===== src/rtl/limit_guard_pkg.sv =====
package limit_guard_pkg;

  // Range rule: out of range when strictly above upper or strictly below lower.
  function automatic logic beyond_limits(input logic [31:0] smp,
                                         input logic [31:0] upper,
                                         input logic [31:0] lower);
    return (smp > upper) || (smp < lower);
  endfunction

  // Bitwise two-of-three majority over a 32-bit slice.
  function automatic logic [31:0] vote3(input logic [31:0] a,
                                        input logic [31:0] b,
                                        input logic [31:0] c);
    return (a & b) | (a & c) | (b & c);
  endfunction

endpackage


===== src/rtl/lg_tmr_reg.sv =====
module lg_tmr_reg #(
  parameter int          W       = 8,
  parameter logic [31:0] RST_VAL = '0
) (
  input  logic         clk,
  input  logic         rst,
  input  logic [W-1:0] d,
  output logic [W-1:0] q,
  output logic         agree
);
  import limit_guard_pkg::*;

  localparam logic [W-1:0] RV = RST_VAL[W-1:0];

  logic [W-1:0] cp0, cp1, cp2;
  logic [31:0]  voted;

  // All three copies are reloaded each edge; d is derived from the voted q.
  always_ff @(posedge clk) begin
    if (rst) begin
      cp0 <= RV;
      cp1 <= RV;
      cp2 <= RV;
    end else begin
      cp0 <= d;
      cp1 <= d;
      cp2 <= d;
    end
  end

  assign voted = vote3(32'(cp0), 32'(cp1), 32'(cp2));
  assign q     = voted[W-1:0];
  assign agree = (cp0 == cp1) && (cp1 == cp2);

endmodule


===== src/rtl/lg_scan.sv =====
module lg_scan #(
  parameter int NCH = 16,
  parameter int DW  = 12,
  parameter int AW  = $clog2(NCH)
) (
  input  logic           clk,
  input  logic           rst,
  output logic [AW-1:0]  scan_addr,
  input  logic [DW-1:0]  smp_data,
  input  logic [DW-1:0]  lim_hi,
  input  logic [DW-1:0]  lim_lo,
  output logic [NCH-1:0] set_hit
);
  import limit_guard_pkg::*;

  localparam logic [AW-1:0] LAST = AW'(NCH - 1);

  logic [AW-1:0] ch_cnt;
  logic [AW-1:0] ch_d;
  logic          vld_d;
  logic          beyond;

  // Address counter and one-stage pipeline matching the memory read latency.
  always_ff @(posedge clk) begin
    if (rst) begin
      ch_cnt <= '0;
      ch_d   <= '0;
      vld_d  <= 1'b0;
    end else begin
      ch_cnt <= (ch_cnt == LAST) ? '0 : ch_cnt + 1'b1;
      ch_d   <= ch_cnt;
      vld_d  <= 1'b1;
    end
  end

  assign scan_addr = ch_cnt;
  assign beyond    = beyond_limits(32'(smp_data), 32'(lim_hi), 32'(lim_lo));

  generate
    for (genvar c = 0; c < NCH; c++) begin : g_hit
      assign set_hit[c] = vld_d && beyond && (ch_d == AW'(c));
    end
  endgenerate

endmodule


===== src/rtl/lg_group.sv =====
module lg_group #(
  parameter int NCH  = 16,
  parameter int NREG = 8
) (
  input  logic [NCH-1:0]  fault,
  output logic [NREG-1:0] any
);
  localparam int CPR = NCH / NREG;

  generate
    for (genvar r = 0; r < NREG; r++) begin : g_reg
      assign any[r] = |fault[r*CPR +: CPR];
    end
  endgenerate

endmodule


===== src/rtl/limit_guard.sv =====
module limit_guard #(
  parameter int NCH  = 16,
  parameter int NREG = 8,
  parameter int DW   = 12,
  parameter int AW   = $clog2(NCH)
) (
  input  logic            clk,
  input  logic            rst,
  output logic [AW-1:0]   scan_addr,
  input  logic [DW-1:0]   smp_data,
  input  logic [DW-1:0]   lim_hi,
  input  logic [DW-1:0]   lim_lo,
  input  logic            clr_we,
  input  logic [NCH-1:0]  clr_mask,
  input  logic            en_we,
  input  logic [NREG-1:0] en_data,
  output logic [NCH-1:0]  fault_q,
  output logic [NREG-1:0] en_q,
  output logic [NREG-1:0] inh
);

  // Named internal events, also used by the bound checker.
  logic [NCH-1:0]  set_hit;
  logic [NCH-1:0]  clr_eff;
  logic [NCH-1:0]  fault_n;
  logic [NREG-1:0] en_n;
  logic [NREG-1:0] inh_n;
  logic [NREG-1:0] grp_any;
  logic            agree_f, agree_e, agree_i;
  logic            copies_agree;

  lg_scan #(.NCH(NCH), .DW(DW), .AW(AW)) u_scan (
    .clk      (clk),
    .rst      (rst),
    .scan_addr(scan_addr),
    .smp_data (smp_data),
    .lim_hi   (lim_hi),
    .lim_lo   (lim_lo),
    .set_hit  (set_hit)
  );

  lg_group #(.NCH(NCH), .NREG(NREG)) u_group (
    .fault(fault_q),
    .any  (grp_any)
  );

  // Next-state rules, all evaluated on the voted state.
  assign clr_eff = clr_we ? clr_mask : '0;
  assign fault_n = (fault_q & ~clr_eff) | set_hit;
  assign en_n    = en_we ? en_data : en_q;
  assign inh_n   = ~en_q | grp_any;

  lg_tmr_reg #(.W(NCH), .RST_VAL(32'h0)) u_fault_tmr (
    .clk(clk), .rst(rst), .d(fault_n), .q(fault_q), .agree(agree_f)
  );

  lg_tmr_reg #(.W(NREG), .RST_VAL(32'h0)) u_en_tmr (
    .clk(clk), .rst(rst), .d(en_n), .q(en_q), .agree(agree_e)
  );

  lg_tmr_reg #(.W(NREG), .RST_VAL(32'hFFFF_FFFF)) u_inh_tmr (
    .clk(clk), .rst(rst), .d(inh_n), .q(inh), .agree(agree_i)
  );

  assign copies_agree = agree_f && agree_e && agree_i;

endmodule


===== config.mk =====
export PLATFORM = sky130hd
export DESIGN_NAME = limit_guard
export DESIGN_NICKNAME = d
export VERILOG_FILES = /design/src/rtl/limit_guard_pkg.sv /design/src/rtl/lg_tmr_reg.sv /design/src/rtl/lg_scan.sv /design/src/rtl/lg_group.sv /design/src/rtl/limit_guard.sv
export SDC_FILE = /design/constraint.sdc
export NUM_CORES = 1
export LEC_CHECK = 0
export ABC_AREA = 1
export BUFFER_PORTS_ARGS = -buffer_cell sky130_fd_sc_hd__clkbuf_2
export CORE_MARGIN = 8
export CORE_UTILIZATION = 35
export CTS_BUF_LIST = sky130_fd_sc_hd__clkbuf_4 sky130_fd_sc_hd__clkbuf_8
export DETAILED_ROUTE_END_ITERATION = 12
export GPL_ROUTABILITY_DRIVEN = 1
export GPL_TIMING_DRIVEN = 0
export PLACE_DENSITY_LB_ADDON = 0.1
export SETUP_SLACK_MARGIN = 0.3
export SLEW_MARGIN = 10
export SYNTH_ARGS = -nofsm -noshare
export SYNTH_HDL_FRONTEND = slang
export SYNTH_SLANG_ARGS = --single-unit
export TNS_END_PERCENT = 100

===== constraint.sdc =====
create_clock -name clk -period 2.3 [get_ports clk]
set_clock_uncertainty 0.15 [all_clocks]
set_input_delay 0.46 -clock clk [delete_from_list [all_inputs] [get_ports clk]]
set_output_delay 0.46 -clock clk [all_outputs]
set_load 0.1 [all_outputs]

=== Word level (Yosys, flattened, before mapping) ===
Index checks and enable logic that the tools add are counted.

* Memory bits (writable): 0
* Bits in read-only memories: 0
* Output and inout port bits: 36
* Input bits: 64
* Bits in registers: 41
* Logic and storage cells: 70
* Latch bits: 0
* Memories kept: 0

* Shifts and indexed selects: 0
* Order comparisons: 2
* Divide/modulo/power cells: 0
* Eq/ne operators: 16
* Multipliers: 0
* Bitwise operators: 14
* Reduce and logical (&&, ||, !) cells: 28
* Muxes and demuxes: 3
* $add $sub $neg: 1

{| class="wikitable"
|+ Operator list
! cell !! count
|-
| $or 16x16->16 || 3
|-
| $or 8x8->8 || 5
|-
| $eq 4x4->1 const B || 9
|-
| $and 16x16->16 || 2
|-
| $reduce_or 2->1 || 9
|-
| $logic_and 1x1->1 || 17
|-
| $and 8x8->8 || 2
|-
| $eq 4x3->1 const B || 4
|-
| $mux 16 || 1
|-
| $not 16->16 || 1
|-
| $gt 12x12->1 || 1
|-
| $lt 12x12->1 || 1
|-
| $eq 4x2->1 const B || 2
|-
| $mux 8 || 1
|-
| $not 8->8 || 1
|-
| $add 4x1->4 const B || 1
|-
| $eq 4x1->1 const B || 1
|-
| $logic_not 4->1 || 1
|-
| $logic_or 1x1->1 || 1
|-
| $mux 1 || 1
|}

=== Logic depth before layout (Yosys ltp) ===
* Depth after elaboration: 5
* Mapped depth: 14
* Mapped depth without buffers: 13

=== Hierarchy ===
A second synthesis with hierarchy kept.

* Cells, all modules: 415
* Area total of the unflattened synthesis: 2722.6 um^2

{| class="wikitable"
|+ By module, submodules not included
! module !! area an instance (um^2) !! sequential area each (um^2) !! times used !! cells each
|-
| lg_scan || 1218.7 || 180.2 || 1 || 186
|-
| lg_tmr_reg (u_fault_tmr) || 485.5 || 320.3 || 1 || 52
|-
| limit_guard || 450.4 || 0.0 || 1 || 99
|-
| lg_tmr_reg (u_en_tmr) || 242.7 || 160.2 || 1 || 27
|-
| lg_tmr_reg (u_inh_tmr) || 235.2 || 160.2 || 1 || 27
|-
| lg_group || 90.1 || 0.0 || 1 || 24
|}

=== Least setup slack after synthesis ===
OpenSTA, ideal clock, no wires.

* Path kind: reg-to-reg
* Start: register u_scan.ch_cnt[0] (netlist: u_scan.scan_addr[0])
* End: register u_scan.ch_cnt[3] (netlist: u_scan.scan_addr[3])
* Required time: 2.034 ns
* Library setup time: 0.116 ns
* Clock period less this slack: 1.934 ns
* Slack: 0.366 ns
* Buffers on the path: 0
* Cell stages (with the launch flop): 6
* Arrival: 1.667 ns
* Cells stage by stage: dfxtp_1 -> ha_1 -> nand3_1 -> nand2_1 -> a21oi_1 -> o21a_1

* Word-level cells in the longest chain between the ends: 2
* Elaborated cells between the ends (all ways): 3
* Those cells by class: add/sub (1); eq/ne (1); reduce/logical (1)

{| class="wikitable"
|+ Ends and longest elaborated chain
! element !! line !! source
|-
| from (decl) || lg_scan.sv:18 || <nowiki>logic [AW-1:0] ch_cnt;</nowiki>
|-
| from (signal assigned) || lg_scan.sv:30 || <nowiki>ch_cnt <= (ch_cnt == LAST) ? '0 : ch_cnt + 1'b1;</nowiki>
|-
| branches (longest 2 deep; another with $add 4x1->4) || -- ||
|}

Several ways; the timed one is not identified.
A chain may end at the register's enable or synchronous reset.

=== Final worst setup path ===
* Start: register u_scan.ch_cnt[3] (netlist: u_scan.scan_addr[3])
* End: output scan_addr[3]

{| class="wikitable"
|+ RTL lines
! element !! line !! source
|-
| to (decl) || limit_guard.sv:9 || <nowiki>output logic [AW-1:0] scan_addr,</nowiki>
|}

No word-level cell between the ends.

==> flow_metrics.py <==
metrics = {
    "layout": {
        "syn_to_final_growth_pct": 28.7,
        "drive_above_1_share": 0.338,
        "num-fill-cells": 681,
        "final_nets": 503,
        "final_cells": 491,
        "antenna_cells": 0,
        "final_util": 0.466,
    },
    "grt": {
        "grt-ovfl-total": 0,
        "grt_pass1_wl_um": 9650,
        "grt_pass1_vias": 2083,
        "grt_max_degree": 12,
        "antenna_found_initial": 0,
        "track_usage": 0.120,
    },
    "power_and_ir_drop": {
        "ir_drop_mv": 0.454,
        "powerDensity_nw_per_um2": 557,
        "power.leakage_uw": 0.00153,
    },
    "clock_tree": {
        "ctsRootBufferMaster": "clkbuf_8",
        "clk_latency_ps": 280,
        "cts_setup_buffers": 0,
        "clkTransAtPathRegs_ps": 70,
        "cts_resized": 0,
        "htreeDepth": 2,
        "post_cts_hold_buffer_count": 0,
        "cts_tree": "yes",
        "clock-sinks": 41,
        "clock_path_buffers": 2,
        "cts_buffers": 5,
    },
    "sta": {
        "slew_headroom": 0.634,
        "period_share": 0.783,
        "tns_ps": 0,
        "period_minus_slack_ps": 1800,
        "hold_viol": 0,
        "setup_viol": 0,
        "tightest_slew_ps": 551,
        "fmax_ghz": 0.555,
        "drv_slew": 0,
        "rsz0062_at_grt": "false",
    },
    "critical_path": {
        "required_ps": 1690,
        "critPathKind": "register to primary output",
        "critPathSlowestCell": "clkbuf_2",
        "crit_fanout": 5,
        "cp.buffers_inverters": 1,
        "end_kind": "primary output",
        "start_kind": "register",
        "critical_path.max_stage_delay_ps": 490,
        "r2r_slack_ps": 1060,
        "path_cells": "clkbuf_2",
        "crit_family": "buffers and inverters",
        "worstPathArrival_ps": 1190,
    },
    "run": {
        "max_cap_violations": 0,
    },
    "route": {
        "dr.pass1.iters": 4,
        "met2WireLength_um": 2520,
        "wire_per_inst_um": 11.7,
        "routed_wl_um": 5760,
        "drc": 0,
        "dr_wl_met3_um": 430,
        "highest_layer": "met4",
        "vias_per_cell": 4.34,
        "vias": 2130,
        "m1WireLength_um": 2790,
        "drt-initial-drc-count": 73,
        "ant_nets": 0,
    },
    "place": {
        "dp_cells": 485,
        "portBuffers": 98,
        "dp_hpwl_um": 4870,
        "gp_congestion": 0.761,
    },
    "die": {
        "pin_count": 100,
        "die-area_um2": 9420,
        "start_util": 0.362,
        "fp.dieH_um": 97.0,
        "dieWidth_um": 97.0,
        "fp.coreArea_um2": 6350,
        "rows": 29,
    },
    "yosys": {
        "synth_area_um2": 2300,
        "synth_nets": 398,
        "yosys_register_bits": 41,
        "yosys_warnings": 0,
        "ys_types": 25,
        "syn_area_per_cell_um2": 7.41,
        "synth_cells": 310,
        "ys_seq_area_frac": 0.357,
    },
    "run_status": {
        "outcome": "completed",
    },
    "min_path": {
        "hp-class": "input pin to register",
    },
}
-- per-stage QoR --
| step | total power (µW) | setup slack [ps] | hold WS [ps] | cell area [µm²] |
|---|---|---|---|---|
| 3_3_place_gp | 1240 | 264 | 252 | 2890 |
| 4_1_cts | 1670 | 489 | 242 | 2960 |
| 2_1_floorplan | 1120 | 366 | 379 | 2300 |
| 3_5_place_dp | 1250 | 239 | 254 | 2890 |
| 5_1_grt | 1740 | 414 | 242 | 2960 |
| 6_report | 1650 | 499 | 247 | 2960 |
-- logic make-up after synthesis --
kind of cell / share of synthesized area
buffers and inverters: 0.108
AND/OR/NAND/NOR: 0.304
adder cells (fa/ha/maj): 0.131
AO/OA/AOI/OAI: 0.0969
flip-flops: 0.357
XOR/XNOR: 0.00381
-- final timing paths --
check                            startpoint                             to  cells past startpoint
max          u_scan.scan_addr[3]$_SDFF_PP0_                   scan_addr[3]                      1
min                              en_data[7]   u_en_tmr.cp1[7]$_SDFFE_PP0P_                      3
max reg2reg            u_scan.vld_d$_DFF_P_  u_fault_tmr.cp2[9]$_SDFF_PP0_                      4
min reg2reg    u_en_tmr.cp1[0]$_SDFFE_PP0P_    u_inh_tmr.cp2[0]$_SDFF_PP1_                      1
-- cell type report --
cell class	instances	area (µm²)	area share
Buffer	8	75.1	0.0254
Clock buffer	5	68.8	0.0233
Clock inverter	1	5.00	0.00169
Inverter	46	173	0.0584
Multi-Input combinational cell	215	1230	0.416
Sequential cell	41	821	0.277
Tap cell	77	96.3	0.0326
Timing Repair Buffer	98	490	0.166
-- registers in the layout, indices dropped and copies added, names as in the netlist --
register          flops
u_en_tmr.cp1          8
u_scan.ch_d           4
u_scan.scan_addr      4
u_fault_tmr.cp2      16
u_inh_tmr.cp2         8
u_scan.vld_d          1
-- Yosys cell counts --
library cell  number  area share
nand2_2            2      0.0054
buf_2              1      0.0022
nand3_1           16       0.035
ha_1              24        0.13
buf_6              1      0.0049
inv_1             41       0.067
o21ai_0            8       0.017
nor2_2             1      0.0027
nand2_4            2      0.0098
nor2_1            51       0.083
o21ai_1            1      0.0022
dfxtp_1           41        0.36
a21oi_1           15       0.033
a21oi_2           10       0.038
o21a_1             1      0.0033
a21o_1             1      0.0033
nor3_1             1      0.0022
nand2_1           67        0.11
nand3_2           11       0.048
xnor2_1            1      0.0038
clkbuf_1           3      0.0049
clkbuf_8           2       0.012
inv_2              5      0.0082
nand4_1            3      0.0082
buf_12             1      0.0087
-- cell usage in the layout (no fill, tap or decap), types with 3 or more instances in the layout --
cell / instances
nand2_1: 67
inv_2: 5
clkbuf_8: 7
dfxtp_1: 41
nand3_1: 16
nand3_2: 11
nand4_1: 3
inv_1: 41
clkbuf_1: 3
ha_1: 24
nor2_1: 51
a21oi_2: 10
a21oi_1: 15
clkbuf_2: 98
o21ai_0: 8
-- metal layers --
layer | up-vias | GRT usage
met5 | - | 0
met1 | 893 | 0.151
met3 | 2 | 0.0491
met2 | 54 | 0.188
met4 | 0 | 0.0213
li1 | 1181 | -
-- worst register-to-register path: stages, from the launching register on --
cell and delay, ps:
dfxtp_1 310, clkbuf_1 250, clkbuf_8 260, nand3_2 100, a21oi_2 120
-- power by group --
group          internal [µW]  total [µW]  leakage, µW  switching, µW
combinational            138         472      0.00115            334
sequential               738         755     0.000335           17.0
clock                    200         423    0.0000399            223
Note: power is estimated with default switching activity, not from simulation.
